--- src/rtl/wol_evt_pkg.sv ---
package wol_evt_pkg;

  localparam int NUM_FLAGS = 3;
  localparam int IDX_MATCH = 0;
  localparam int IDX_WINT  = 1;
  localparam int IDX_PMS   = 2;

  // Round a time in nanoseconds up to whole clock cycles.
  function automatic int min_low_cycles(input int min_ns, input int clk_ps);
    return (min_ns * 1000 + clk_ps - 1) / clk_ps;
  endfunction

endpackage

--- src/rtl/wol_rearm_timer.sv ---
module wol_rearm_timer #(
  parameter int MIN_CYC = 50,
  parameter int CNT_W   = 6
) (
  input  logic clk,
  input  logic rst,
  input  logic pwr_good_i,
  output logic low_ok_o
);

  localparam logic [CNT_W-1:0] LIMIT = CNT_W'(MIN_CYC);

  logic [CNT_W-1:0] low_cnt;

  // Count consecutive low samples of power-good, saturating at the limit.
  always_ff @(posedge clk) begin
    if (rst) begin
      low_cnt <= '0;
    end else if (pwr_good_i) begin
      low_cnt <= '0;
    end else if (low_cnt != LIMIT) begin
      low_cnt <= low_cnt + 1'b1;
    end
  end

  assign low_ok_o = (low_cnt == LIMIT);

  AST_PG_RESTARTS_TIMER: assert property (@(posedge clk) disable iff (rst)
    pwr_good_i |=> !low_ok_o);

endmodule

--- src/rtl/wol_sticky_flag.sv ---
module wol_sticky_flag (
  input  logic clk,
  input  logic rst,
  input  logic set_i,
  input  logic clr_i,
  output logic flag_nxt_o,
  output logic flag_o
);

  // A set in the same cycle as a clear takes priority.
  always_comb begin
    flag_nxt_o = (flag_o & ~clr_i) | set_i;
  end

  always_ff @(posedge clk) begin
    if (rst) flag_o <= 1'b0;
    else     flag_o <= flag_nxt_o;
  end

  AST_SET_WINS: assert property (@(posedge clk) disable iff (rst)
    set_i |=> flag_o);

  AST_FLAG_STICKY: assert property (@(posedge clk) disable iff (rst)
    (flag_o && !clr_i) |=> flag_o);

endmodule

--- src/rtl/wol_out_gate.sv ---
module wol_out_gate (
  input  logic clk,
  input  logic rst,
  input  logic match_nxt_i,
  input  logic wint_nxt_i,
  input  logic pms_nxt_i,
  input  logic pme_en_i,
  input  logic pme_ovr_i,
  input  logic irq_en_i,
  input  logic wint_en_i,
  input  logic led_sel_i,
  input  logic led_pol_i,
  output logic pme_o,
  output logic irq_o,
  output logic led_o
);

  logic led_act;

  assign led_act = led_sel_i & match_nxt_i;

  always_ff @(posedge clk) begin
    if (rst) begin
      pme_o <= 1'b0;
      irq_o <= 1'b0;
      led_o <= 1'b0;
    end else begin
      pme_o <= pms_nxt_i & (pme_en_i | pme_ovr_i);
      irq_o <= wint_nxt_i & irq_en_i & wint_en_i;
      led_o <= led_pol_i ? led_act : ~led_act;
    end
  end

  AST_PME_GATED: assert property (@(posedge clk) disable iff (rst)
    !(pme_en_i || pme_ovr_i) |=> !pme_o);

  AST_IRQ_GATED: assert property (@(posedge clk) disable iff (rst)
    !(irq_en_i && wint_en_i) |=> !irq_o);

  AST_LED_IDLE_LEVEL: assert property (@(posedge clk) disable iff (rst)
    !led_sel_i |=> (led_o == !$past(led_pol_i)));

endmodule

--- src/rtl/wol_event_ctrl.sv ---
module wol_event_ctrl
  import wol_evt_pkg::*;
#(
  parameter int CLK_PERIOD_PS = 4000,
  parameter int MIN_LOW_NS    = 200
) (
  input  logic clk,
  input  logic rst,
  input  logic wake_en_i,
  input  logic pwr_good_i,
  input  logic det_pulse_i,
  input  logic clr_match_i,
  input  logic clr_wint_i,
  input  logic clr_pms_i,
  input  logic pme_en_i,
  input  logic pme_ovr_i,
  input  logic irq_en_i,
  input  logic wint_en_i,
  input  logic led_sel_i,
  input  logic led_pol_i,
  output logic match_flag_o,
  output logic wint_flag_o,
  output logic pms_flag_o,
  output logic pme_o,
  output logic irq_o,
  output logic led_o,
  output logic frame_drop_o,
  output logic pause_o,
  output logic wake_armed_o
);

  localparam int MIN_LOW_CYC = min_low_cycles(MIN_LOW_NS, CLK_PERIOD_PS);
  localparam int CNT_W       = $clog2(MIN_LOW_CYC + 1);

  logic                 low_ok;
  logic                 hit;
  logic                 release_req;
  logic [NUM_FLAGS-1:0] clr_vec;
  logic [NUM_FLAGS-1:0] flag_nxt;
  logic [NUM_FLAGS-1:0] flag_q;

  wol_rearm_timer #(
    .MIN_CYC (MIN_LOW_CYC),
    .CNT_W   (CNT_W)
  ) timer_i (
    .clk        (clk),
    .rst        (rst),
    .pwr_good_i (pwr_good_i),
    .low_ok_o   (low_ok)
  );

  assign hit         = wake_armed_o & det_pulse_i;
  assign release_req = pwr_good_i | ~wake_en_i;

  always_comb begin
    clr_vec            = '0;
    clr_vec[IDX_MATCH] = clr_match_i;
    clr_vec[IDX_WINT]  = clr_wint_i;
    clr_vec[IDX_PMS]   = clr_pms_i;
  end

  for (genvar g = 0; g < NUM_FLAGS; g++) begin : g_flag
    wol_sticky_flag flag_i (
      .clk        (clk),
      .rst        (rst),
      .set_i      (hit),
      .clr_i      (clr_vec[g]),
      .flag_nxt_o (flag_nxt[g]),
      .flag_o     (flag_q[g])
    );
  end

  assign match_flag_o = flag_q[IDX_MATCH];
  assign wint_flag_o  = flag_q[IDX_WINT];
  assign pms_flag_o   = flag_q[IDX_PMS];

  wol_out_gate gate_i (
    .clk         (clk),
    .rst         (rst),
    .match_nxt_i (flag_nxt[IDX_MATCH]),
    .wint_nxt_i  (flag_nxt[IDX_WINT]),
    .pms_nxt_i   (flag_nxt[IDX_PMS]),
    .pme_en_i    (pme_en_i),
    .pme_ovr_i   (pme_ovr_i),
    .irq_en_i    (irq_en_i),
    .wint_en_i   (wint_en_i),
    .led_sel_i   (led_sel_i),
    .led_pol_i   (led_pol_i),
    .pme_o       (pme_o),
    .irq_o       (irq_o),
    .led_o       (led_o)
  );

  // Arming, the pause held for the engines, and the discard pulse.
  always_ff @(posedge clk) begin
    if (rst) begin
      wake_armed_o <= 1'b0;
      pause_o      <= 1'b0;
      frame_drop_o <= 1'b0;
    end else begin
      wake_armed_o <= wake_en_i & ~pwr_good_i & low_ok;
      pause_o      <= (pause_o | hit) & ~release_req;
      frame_drop_o <= hit;
    end
  end

  AST_ARM_NEEDS_LOW_TIME: assert property (@(posedge clk) disable iff (rst)
    !low_ok |=> !wake_armed_o);

  AST_HIT_DROPS_FRAME: assert property (@(posedge clk) disable iff (rst)
    hit |=> frame_drop_o);

  AST_NO_DROP_UNARMED: assert property (@(posedge clk) disable iff (rst)
    !hit |=> !frame_drop_o);

  AST_PAUSE_SET: assert property (@(posedge clk) disable iff (rst)
    (hit && !release_req) |=> pause_o);

  AST_PAUSE_RELEASE: assert property (@(posedge clk) disable iff (rst)
    release_req |=> !pause_o);

endmodule

--- config.mk ---
export PLATFORM = sky130hd
export DESIGN_NAME = wol_event_ctrl
export DESIGN_NICKNAME = d
export VERILOG_FILES = /design/src/rtl/wol_evt_pkg.sv /design/src/rtl/wol_rearm_timer.sv /design/src/rtl/wol_sticky_flag.sv /design/src/rtl/wol_out_gate.sv /design/src/rtl/wol_event_ctrl.sv
export SDC_FILE = /design/constraint.sdc
export NUM_CORES = 1
export LEC_CHECK = 0
export ABC_AREA = 1
export CAP_MARGIN = 5
export CORE_MARGIN = 8
export CORE_UTILIZATION = 40
export DETAILED_ROUTE_END_ITERATION = 10
export GPL_TIMING_DRIVEN = 0
export PLACE_DENSITY = 0.82
export SYNTH_ARGS = -nofsm -noshare
export SYNTH_HDL_FRONTEND = slang
export SYNTH_HIERARCHICAL = 1
export SYNTH_SLANG_ARGS = --single-unit
export TNS_END_PERCENT = 20
--- constraint.sdc ---
create_clock -name clk -period 2 [get_ports clk]
set_input_delay 0.6 -clock clk [delete_from_list [all_inputs] [get_ports clk]]
set_output_delay 0.6 -clock clk [all_outputs]
set_load 0.1 [all_outputs]
After elaboration in Yosys (flattened, before gate mapping)
Cells that the tools add are included.
Storage, ports and cells
  bits of input ports: 14
  word-level logic and storage cells: 39
  output and inout bits: 9
  bits in registers: 15
Cells by class
  equality and inequality tests: 2
  bitwise logic cells: 24
  reductions and logical operators: 1
  $add $sub $neg: 1
  multiplexer cells: 1
Operators with widths (count)
  $and 1x1->1: 11
  $not 1->1: 7
  $add 6x1->6 const B: 1
  $eq 6x6->1 const B: 1
  $ne 6x6->1 const B: 1
  $or 1x1->1: 6
  $reduce_or 2->1: 1
  $mux 1: 1

Longest topological paths before layout
Gate-level depths: netlist (run 1).
  depth in word-level cells: 6
  mapped depth: 8

By module
Netlist (run 1), hierarchy kept.
By module, submodules not included
  wol_rearm_timer: instances 1, cells an instance 43, area an instance 310.3 um^2
  wol_sticky_flag: instances 3, cells an instance 6, area an instance 46.3 um^2
  wol_event_ctrl: instances 1, cells an instance 13, area an instance 105.1 um^2
  wol_out_gate: instances 1, cells an instance 13, area an instance 103.8 um^2

Worst setup path before layout (run 1)
Ideal clock, no wire load.
  kind: reg-to-reg
  start: register wake_armed_o
  end: register gate_i.led_o
  stages on the path, launching flop included: 8
  buffers on the path: 0
  setup slack: 0.388 ns
  clock period less this slack: 1.612 ns
  arrival: 1.503 ns
  data required time: 1.891 ns
  cell sequence: dfxtp_1 nand2_1 inv_1 inv_1 nand2_1 nand3_1 nand2_1 nor2_2
On the way
  longest elaborated chain between the ends: 5
RTL lines
  start: declaration: line wol_event_ctrl.sv:29  | output logic wake_armed_o
  start signal: assignment: line wol_event_ctrl.sv:101  | wake_armed_o <= wake_en_i & ~pwr_good_i & low_ok;
  $and 1x1->1 (*): line wol_event_ctrl.sv:52  | assign hit = wake_armed_o & det_pulse_i;
  net hit: line wol_event_ctrl.sv:36  | logic hit;
  $or 1x1->1 (*): line wol_sticky_flag.sv:12  | flag_nxt_o = (flag_o & ~clr_i) | set_i;
  net flag_nxt[0]: line wol_event_ctrl.sv:39  | logic [NUM_FLAGS-1:0] flag_nxt;
  $and 1x1->1 (*): line wol_out_gate.sv:20  | assign led_act = led_sel_i & match_nxt_i;
  $not 1->1: line wol_out_gate.sv:30  | led_o <= led_pol_i ? led_act : ~led_act;
  $mux 1 (*): line wol_out_gate.sv:30
  end signal: assignment: line wol_out_gate.sv:30
  end: declaration: line wol_out_gate.sv:15  | output logic led_o
Mark *: on every way through the listed nets, which the timed path passes. The rest lies on a longest branch.
A chain may end at the register's enable or synchronous reset.

Worst setup path in the final report (run 1)
  start: register g_flag[2].flag_i.flag_o
  end: output port pms_flag_o
RTL lines
  start: declaration: line wol_sticky_flag.sv:7  | output logic flag_o
  start signal: assignment: line wol_sticky_flag.sv:17  | else flag_o <= flag_nxt_o;
  end: declaration: line wol_event_ctrl.sv:23  | output logic pms_flag_o,
No word-level cell between the ends.

==> results of run 1 <==
worst register-to-register path, delay by kind of cell, from the launching register on:
family / cells / cell delay, ns
AND/OR/NAND/NOR: 2 / 0.31
AO/OA/AOI/OAI: 1 / 0.11
adder cells (fa/ha/maj): 1 / 0.23
flip-flops: 1 / 0.42
power breakdown:
| part | internal, mW | total (mW) | switching (mW) |
|---|---|---|---|
| logic | 0.0297 | 0.0560 | 0.0263 |
| registers | 0.301 | 0.304 | 0.00228 |
| clock network | 0.0774 | 0.170 | 0.0922 |
flip-flops by register name, indices dropped and copies added (netlist names):
register	cells
timer_i/low_cnt	6
g_flag.flag_i/flag_o	3
frame_drop_o	1
gate_i/irq_o	1
gate_i/led_o	1
gate_i/pme_o	1
pause_o	1
wake_armed_o	1
metal layers:
metal	global-route usage, %	vias to the layer above	part of all wire [%]
met3	3.37	4	6.2
met4	6.19	0	1.8
met2	15.2	17	48
met5	0	-	0
li1	-	317	-
met1	10.1	258	44
path summary, 6_finish.rpt:
kind                                                end  slack [ns]  cells after the start
worst min-delay path            g_flag[2].flag_i/flag_o        0.49                      2
worst min register to register  g_flag[2].flag_i/flag_o        0.49                      2
worst max register to register       timer_i/low_cnt[4]        0.87                      4
worst max-delay path                         pms_flag_o        0.19                      1
kinds of logic (layout without fill, tap and decap cells):
group                      after synthesis  in the layout  share of synthesized area [%]
and+or+nand+nor                         42             42                           29.5
buffers and inverters                   18             44                           10.3
DFF                                     15             15                           45.6
AOI/OAI and AO/OA                        8              8                           8.17
adders and majority gates                2              2                           3.80
xor gates and xnor gates                 2              2                           2.66
placed cells by master, fill, tap and decap left out, types with 5 or more instances in the layout:
| cell type | instances |
|---|---|
| sky130_fd_sc_hd__nand2_1 | 14 |
| sky130_fd_sc_hd__clkdlybuf4s15_2 | 9 |
| sky130_fd_sc_hd__nand3_1 | 5 |
| sky130_fd_sc_hd__inv_1 | 17 |
| sky130_fd_sc_hd__clkdlybuf4s50_1 | 13 |
| sky130_fd_sc_hd__nor2_1 | 12 |
| sky130_fd_sc_hd__dfxtp_1 | 15 |
final cells by class:
cell class	instances	area share (%)
sequential	15	32.1
multi-input combinational	54	31.0
timing repair buffer	22	24.7
inverter	18	7.22
clock buffer	4	2.81
tap	16	2.14
what timing repair did:
action / CTS / global route
resized for setup: 27 / 0
hold buffers: 0 / 0
endpoints found under the setup margin: 9 / 0
==> summary.md, run 1 <==
On the critical path, the stage with the largest delay is an instance of sky130_fd_sc_hd__clkdlybuf4s15_2. The share of the Yosys chip area taken by registers is 45.6%. The die area came out at 0.00320 mm². The worst setup slack after layout is 0.187 ns. The tools report the detailed-router iteration count before antenna repair as 4. The analysis attributes to cell leakage a power of 0.396 nW.

After detailed routing, the average wire length per cell comes to 11.0 µm. Dividing the detail-routed via count by the number of cells gives 4.62. The run gives 10 as the pin count of the biggest net entering global routing.

The final count of hold timing violations is 0. The logs give 1 for the deepest level of the CTS H-tree and 936 µm² for the post-layout instance area. The flow ran to the end, and the final reports show no timing, DRC or antenna violations. The number of slew-limit violations in the final report came out at 0.

Among all flip-flop cells after synthesis, the most frequent one is sky130_fd_sc_hd__dfxtp_1. The port buffer count was 22. The via total after detailed routing came out at 596. The biggest fanout along the worst timing path works out to 2. In this run the most critical hold path is launched from g_flag[2].flag_i/flag_o. The violation count after the first detailed-route iteration is 10.

The register bit total from synthesis came out at 15. The combined buffer and inverter count along the critical path is 1, and the number of global-route vias before repair is 606. The run gives 552 MHz as the achievable clock frequency. Dividing total power by cell area gives a power density of 566 mW/mm².

Data arrives at the worst endpoint at 1.21 ns. In this run the count of I/O pins placed on the die edge is 23. Type of the worst min-delay path: reg -> reg. Headroom to the max-slew limit came out at 63.2%.

For this run, the total global-route usage over all layers was measured as 9.44%. The synthesized design contains 0 enable-type register cells. The clock latency on the worst-skew pair is 0.28 ns. The largest single stage delay on the critical path is 0.57 ns. TritonCTS built the clock tree. The area of all sequential standard cells was 300 µm²; the number of design rule violations left after detail routing was 0. Clock tree synthesis selected as its root buffer the cell sky130_fd_sc_hd__clkbuf_4. For the count of nets after finishing, the log shows 130. The shortest period the worst path allows is 1.81 ns, and the total power draw is 0.529 mW. The run gives 103 as the number of nets in the synthesized netlist. The type of the setup path with the least slack is reg -> out.

The number of antenna repair diodes is 0, and the maximum clock path buffer count is 2. The number of antenna violations at the first check in global routing was 0. The critical path launch point type was a flip-flop. The count of placed standard cells in the final layout, fillers left out is 129, and the worst IR drop on VDD is 0.419 mV.

In this run the biggest area consumer among cell types represents 45.6% of the synthesized area. sky130_fd_sc_hd__inv_1 is the most common cell in the netlist. The tools report the core footprint as 0.00152 mm².

Synthesis instantiated 19 different standard cells from the library. Clock-pin slew was measured on the worst setup and hold paths at 0.08 ns. The number of setup violations in the final report was 0; the fraction of the core area covered by cells at the end of the flow was 61.4%.

The filler cells instantiated in the layout total 145. The number of rows created at floorplan was 14; the fraction of final layout cells sized beyond drive strength 1 was 20.4%. The mean instance size in the synthesized netlist works out to 7.56 µm². The number of cells after detailed placement was 125; the share of flip-flops with an asynchronous set or reset was 0%.

The launching point of the worst reg2reg path was timer_i/low_cnt[1]. Hold is met by 0.489 ns. Across the run, the number of max-cap violations was 0. At the end of routability-driven placement, the weighted congestion stood at 0.723. In the final timing run, aggregate negative setup slack is 0 ns. Setup repair after global routing left no endpoint under its margin. Yosys attributes the largest share of cell area to sky130_fd_sc_hd__dfxtp_1, sky130_fd_sc_hd__inv_1, sky130_fd_sc_hd__nand2_1.

For the netlist area before placement, the log shows 658 µm². The largest area contributor in the netlist is sky130_fd_sc_hd__dfxtp_1. The critical path required time is 1.40 ns. The wire-length estimate of the detail-placed layout is 1.15 mm. Once placement finished, the instance area stood at 898 µm². Walking the worst path, the cells encountered are clkdlybuf4s15_2. Synthesis produced 87 cells. Yosys printed 6 warnings.

The tools report the remaining global-route overflow as 0. The number of clock buffers added by TritonCTS is 3. Broken down by cell family, the worst path's largest delay share belongs to buffers and inverters.

Between clock sinks in the finished design, the worst skew comes to 0.00188 ns. The most critical setup path has its startpoint at g_flag[2].flag_i/flag_o. The run gives 290 µm² as the area occupied by multi-input gates.

The area growth from synthesis to layout is 42.2%. The width of the die works out to 56.6 µm. STA classifies the critical path endpoint as a primary output. By count the netlist is led by sky130_fd_sc_hd__inv_1, sky130_fd_sc_hd__dfxtp_1, sky130_fd_sc_hd__nand2_1.

Number of antenna-violating nets in the routed design: 0. For this configuration, the core starts out at a cell density of 43.2%. The slew at the pin closest to its max-slew limit works out to 0.554 ns. Wire length of the first global-routing pass: 2.47 mm. The final layout contains routed wiring with a total length of 1.42 mm. The number of setup buffers added after CTS is 0. Of the available clock period, the critical path in the final layout requires 90.6%. The number of sinks handled by clock tree synthesis is 15, and the vertical die dimension is 56.6 µm. For the worst slack after detailed placement, the log shows -0.0801 ns.
(Power assumes the default switching activity.)
==> inputs of run 2 (changes only) <==
Settings changed: CORE_ASPECT_RATIO from default to 1.2, HOLD_SLACK_MARGIN from default to 0.15.
==> run 2 against run 1 <==
Compared with the run above: register-to-register slack is essentially flat; wire length shrank 1.4%; core utilization shrank 2.1 points; hold slack lost 0.0077 ns; largest power group unchanged.
==> summary.md, run 2 (synthesized netlist as in run 1, its figures left out) <==
The cell family contributing the most delay on the critical path was buffers and inverters. Width of the die: 53.0 µm (-6.2%). The max-capacitance violation count was 0 (unchanged); the detailed-router iteration count before antenna repair was 4 (unchanged).

The number of global-route vias before repair is 681 (+12%). For the clock share of power, the log shows 31.6% (-0.4 points). For the half-perimeter wire length after placement, the log shows 1.21 mm (+5.1%). Walking the worst path, the cells encountered are clkdlybuf4s15_2.

The tools report the deepest level of the CTS H-tree as 1 (unchanged). The flip-flop count of the largest register, all copies and words added is 6 (unchanged). For the final count of hold timing violations, the log shows 0 (unchanged). The number of slew-limit violations in the final report is 0 (unchanged), and the slew at the pin closest to its max-slew limit is 0.561 ns (+0.00714 ns). The port buffer count works out to 22 (unchanged). Clock tree synthesis selected as its root buffer the cell sky130_fd_sc_hd__clkbuf_4.

The violation count after the first detailed-route iteration was 6 (-4). The flow ran to the end, and the final reports show no timing, DRC or antenna violations. The tools report the maximum clock path buffer count as 2 (unchanged). The final estimated routing congestion in global placement was 0.693 (-4.2%). The tools report the count of nets after finishing as 130 (unchanged).

The clock latency on the worst-skew pair was 0.27 ns (about the same). The tools report the critical path launch point type as a flip-flop. The wire length reported by the detailed router was 1.40 mm (-1.4%).

The final hold slack was 0.482 ns (-0.00770 ns); the power density relative to cell area was 560 mW/mm² (-1.0%). Counting flops per register, the top entry is timer_i/low_cnt. The library cell used most frequently in the layout, excluding fill and tap cells, is sky130_fd_sc_hd__inv_1.

The worst slew slack as a fraction of its limit came out at 62.7% (-0.47 points). The critical path required time is 1.40 ns (about the same), and the shortest period the worst path allows is 1.80 ns (-0.00852 ns). The tools report the fraction of the core area covered by cells at the end of the flow as 59.3% (-2.1 points). The number of antenna repair diodes came out at 0 (unchanged). For the achievable clock frequency, the log shows 554 MHz (+0.47%). The logs give 41.6% (-1.6 points) for the effective utilization at floorplan and 145 (unchanged) for the number of fillers in the final layout.

The tools report the number of sinks handled by clock tree synthesis as 15 (unchanged). The type of the setup path with the least slack is reg -> out. The number of setup violations in the final report was 0 (unchanged); the aggregate negative setup slack was 0 ns (unchanged). The tools report the number of antenna violations at the first check in global routing as 0 (unchanged). The largest registers in the layout are timer_i/low_cnt (6), g_flag.flag_i/flag_o (3). The worst setup skew after layout was 0.00407 ns (+0.00219 ns).

TritonCTS built the clock tree. Compared with the post-synthesis result, the final layout area differs by 42.6%. The run gives 1.20 ns (about the same) as the data arrival time of the critical path. The fraction of final layout cells sized beyond drive strength 1 is 20.4% (unchanged). On the critical path, the stage with the largest delay is an instance of sky130_fd_sc_hd__clkdlybuf4s15_2. The longest individual stage delay on the worst path came out at 0.57 ns (about the same).

The clock-pin slew reported for the worst setup and hold paths after clock tree synthesis is 0.09 ns (about the same). The number of hold-repair buffers added at the cts stage is 0 (unchanged), and the reported leakage power is 0.396 nW (unchanged). The part of the total power dissipated in sequential elements was 57.8% (+0.4 points). The via total after detailed routing was 603 (+1.2%); the wire length of the first global-routing pass was 2.55 mm (+3.4%).

The switching fraction of total power works out to 22.3% (-0.56 points). The tools report the capturing element type of the critical path as a primary output. Setup repair after global routing left no endpoint under its margin. Leaving out fill and tap cells, the most frequent cells in the layout are sky130_fd_sc_hd__inv_1, sky130_fd_sc_hd__dfxtp_1, sky130_fd_sc_hd__nand2_1, sky130_fd_sc_hd__clkdlybuf4s50_1, sky130_fd_sc_hd__nor2_1.

Pin count of the biggest net entering global routing: 10 (unchanged). Biggest fanout along the worst timing path: 2 (unchanged). The worst hold path belongs to the class reg -> reg.

The remaining global-route overflow is 0 (unchanged). Number of ports placed on the die boundary: 23 (unchanged). The vertical die dimension is 60.4 µm (+6.9%), and the core footprint is 0.00158 mm² (+3.8%). The part of the cycle the worst path needs came out at 90.2% (-0.43 points). The number of antenna-violating nets in the routed design is 0 (unchanged), and the area occupied by multi-input gates is 290 µm² (unchanged).

The combined buffer and inverter count along the critical path came out at 1 (unchanged). The power spent charging and discharging nets was 0.117 mW (-3.2%); the area of all sequential standard cells was 300 µm² (unchanged). The logs give 10.6% (about the same) for the part of the power in combinational logic and 0.464 mV (+11%) for the worst IR drop on VDD. The average vias per placed instance was 4.60 (-0.37%); the minimum setup slack among reg-to-reg paths was 0.87 ns (about the same).

The wire length per cell after detailed routing is 10.7 µm (-2.9%), and the total internal power is 0.408 mW (about the same). The global-route usage over all layers was 10.2% (+0.75 points). The die area is 0.00320 mm² (+0.18%), and the number of design rule violations left after detail routing is 0 (unchanged). The number of rows created at floorplan is 16 (+2), and the total clock buffers created by CTS is 3 (unchanged).
[run 2: cell counts in the layout (fill, tap and decap cells not counted)]
Identical to the previous run, type by type.
[run 2: power by group through the flow]
stage               Clock, mW  Combinational, mW  Sequential [mW]
CTS                     0.171             0.0567            0.304
finish                  0.166             0.0558            0.304
global route            0.188             0.0621            0.304
global placement            0             0.0551            0.311
detailed placement          0             0.0567            0.311
floorplan                   0             0.0147            0.318
[run 2: final timing paths]
path                      startpoint                      end  cells after the start
min reg2reg  g_flag[2].flag_i/flag_o  g_flag[2].flag_i/flag_o                      2
max reg2reg       timer_i/low_cnt[1]       timer_i/low_cnt[4]                      4
min          g_flag[2].flag_i/flag_o  g_flag[2].flag_i/flag_o                      2
max          g_flag[0].flag_i/flag_o             match_flag_o                      1
[run 2: cell type report]
class | count | area share, %
Sequential cell | 15 | 32.0
Multi-Input combinational cell | 54 | 30.9
Timing Repair Buffer | 22 | 24.7
Inverter | 18 | 7.20
Clock buffer | 4 | 2.80
Tap cell | 18 | 2.40
[run 2: what timing repair did]
action / 4_1_cts / 5_1_grt
gates resized for setup: 27 / 0
buffers inserted: 0 / 0
setup endpoints to repair: 9 / 0
[run 2: layer usage]
layer | GRT usage, % | vias up | part of all wire (%)
met5 | 0 | - | 0
met3 | 5.64 | 2 | 9.8
li1 | - | 318 | -
met4 | 3.33 | 0 | 0.64
met1 | 8.58 | 262 | 34
met2 | 19.3 | 21 | 55
[run 2: stage by stage]
stage	power [mW]	instance area (µm²)	setup slack, ns	std cells
after floorplan	0.333	658	0.388	87
after global placement	0.366	901	-0.0708	127
after detailed placement	0.367	901	-0.0788	127
after CTS	0.531	938	0.189	131
after global routing	0.554	938	0.141	131
final	0.525	938	0.196	131
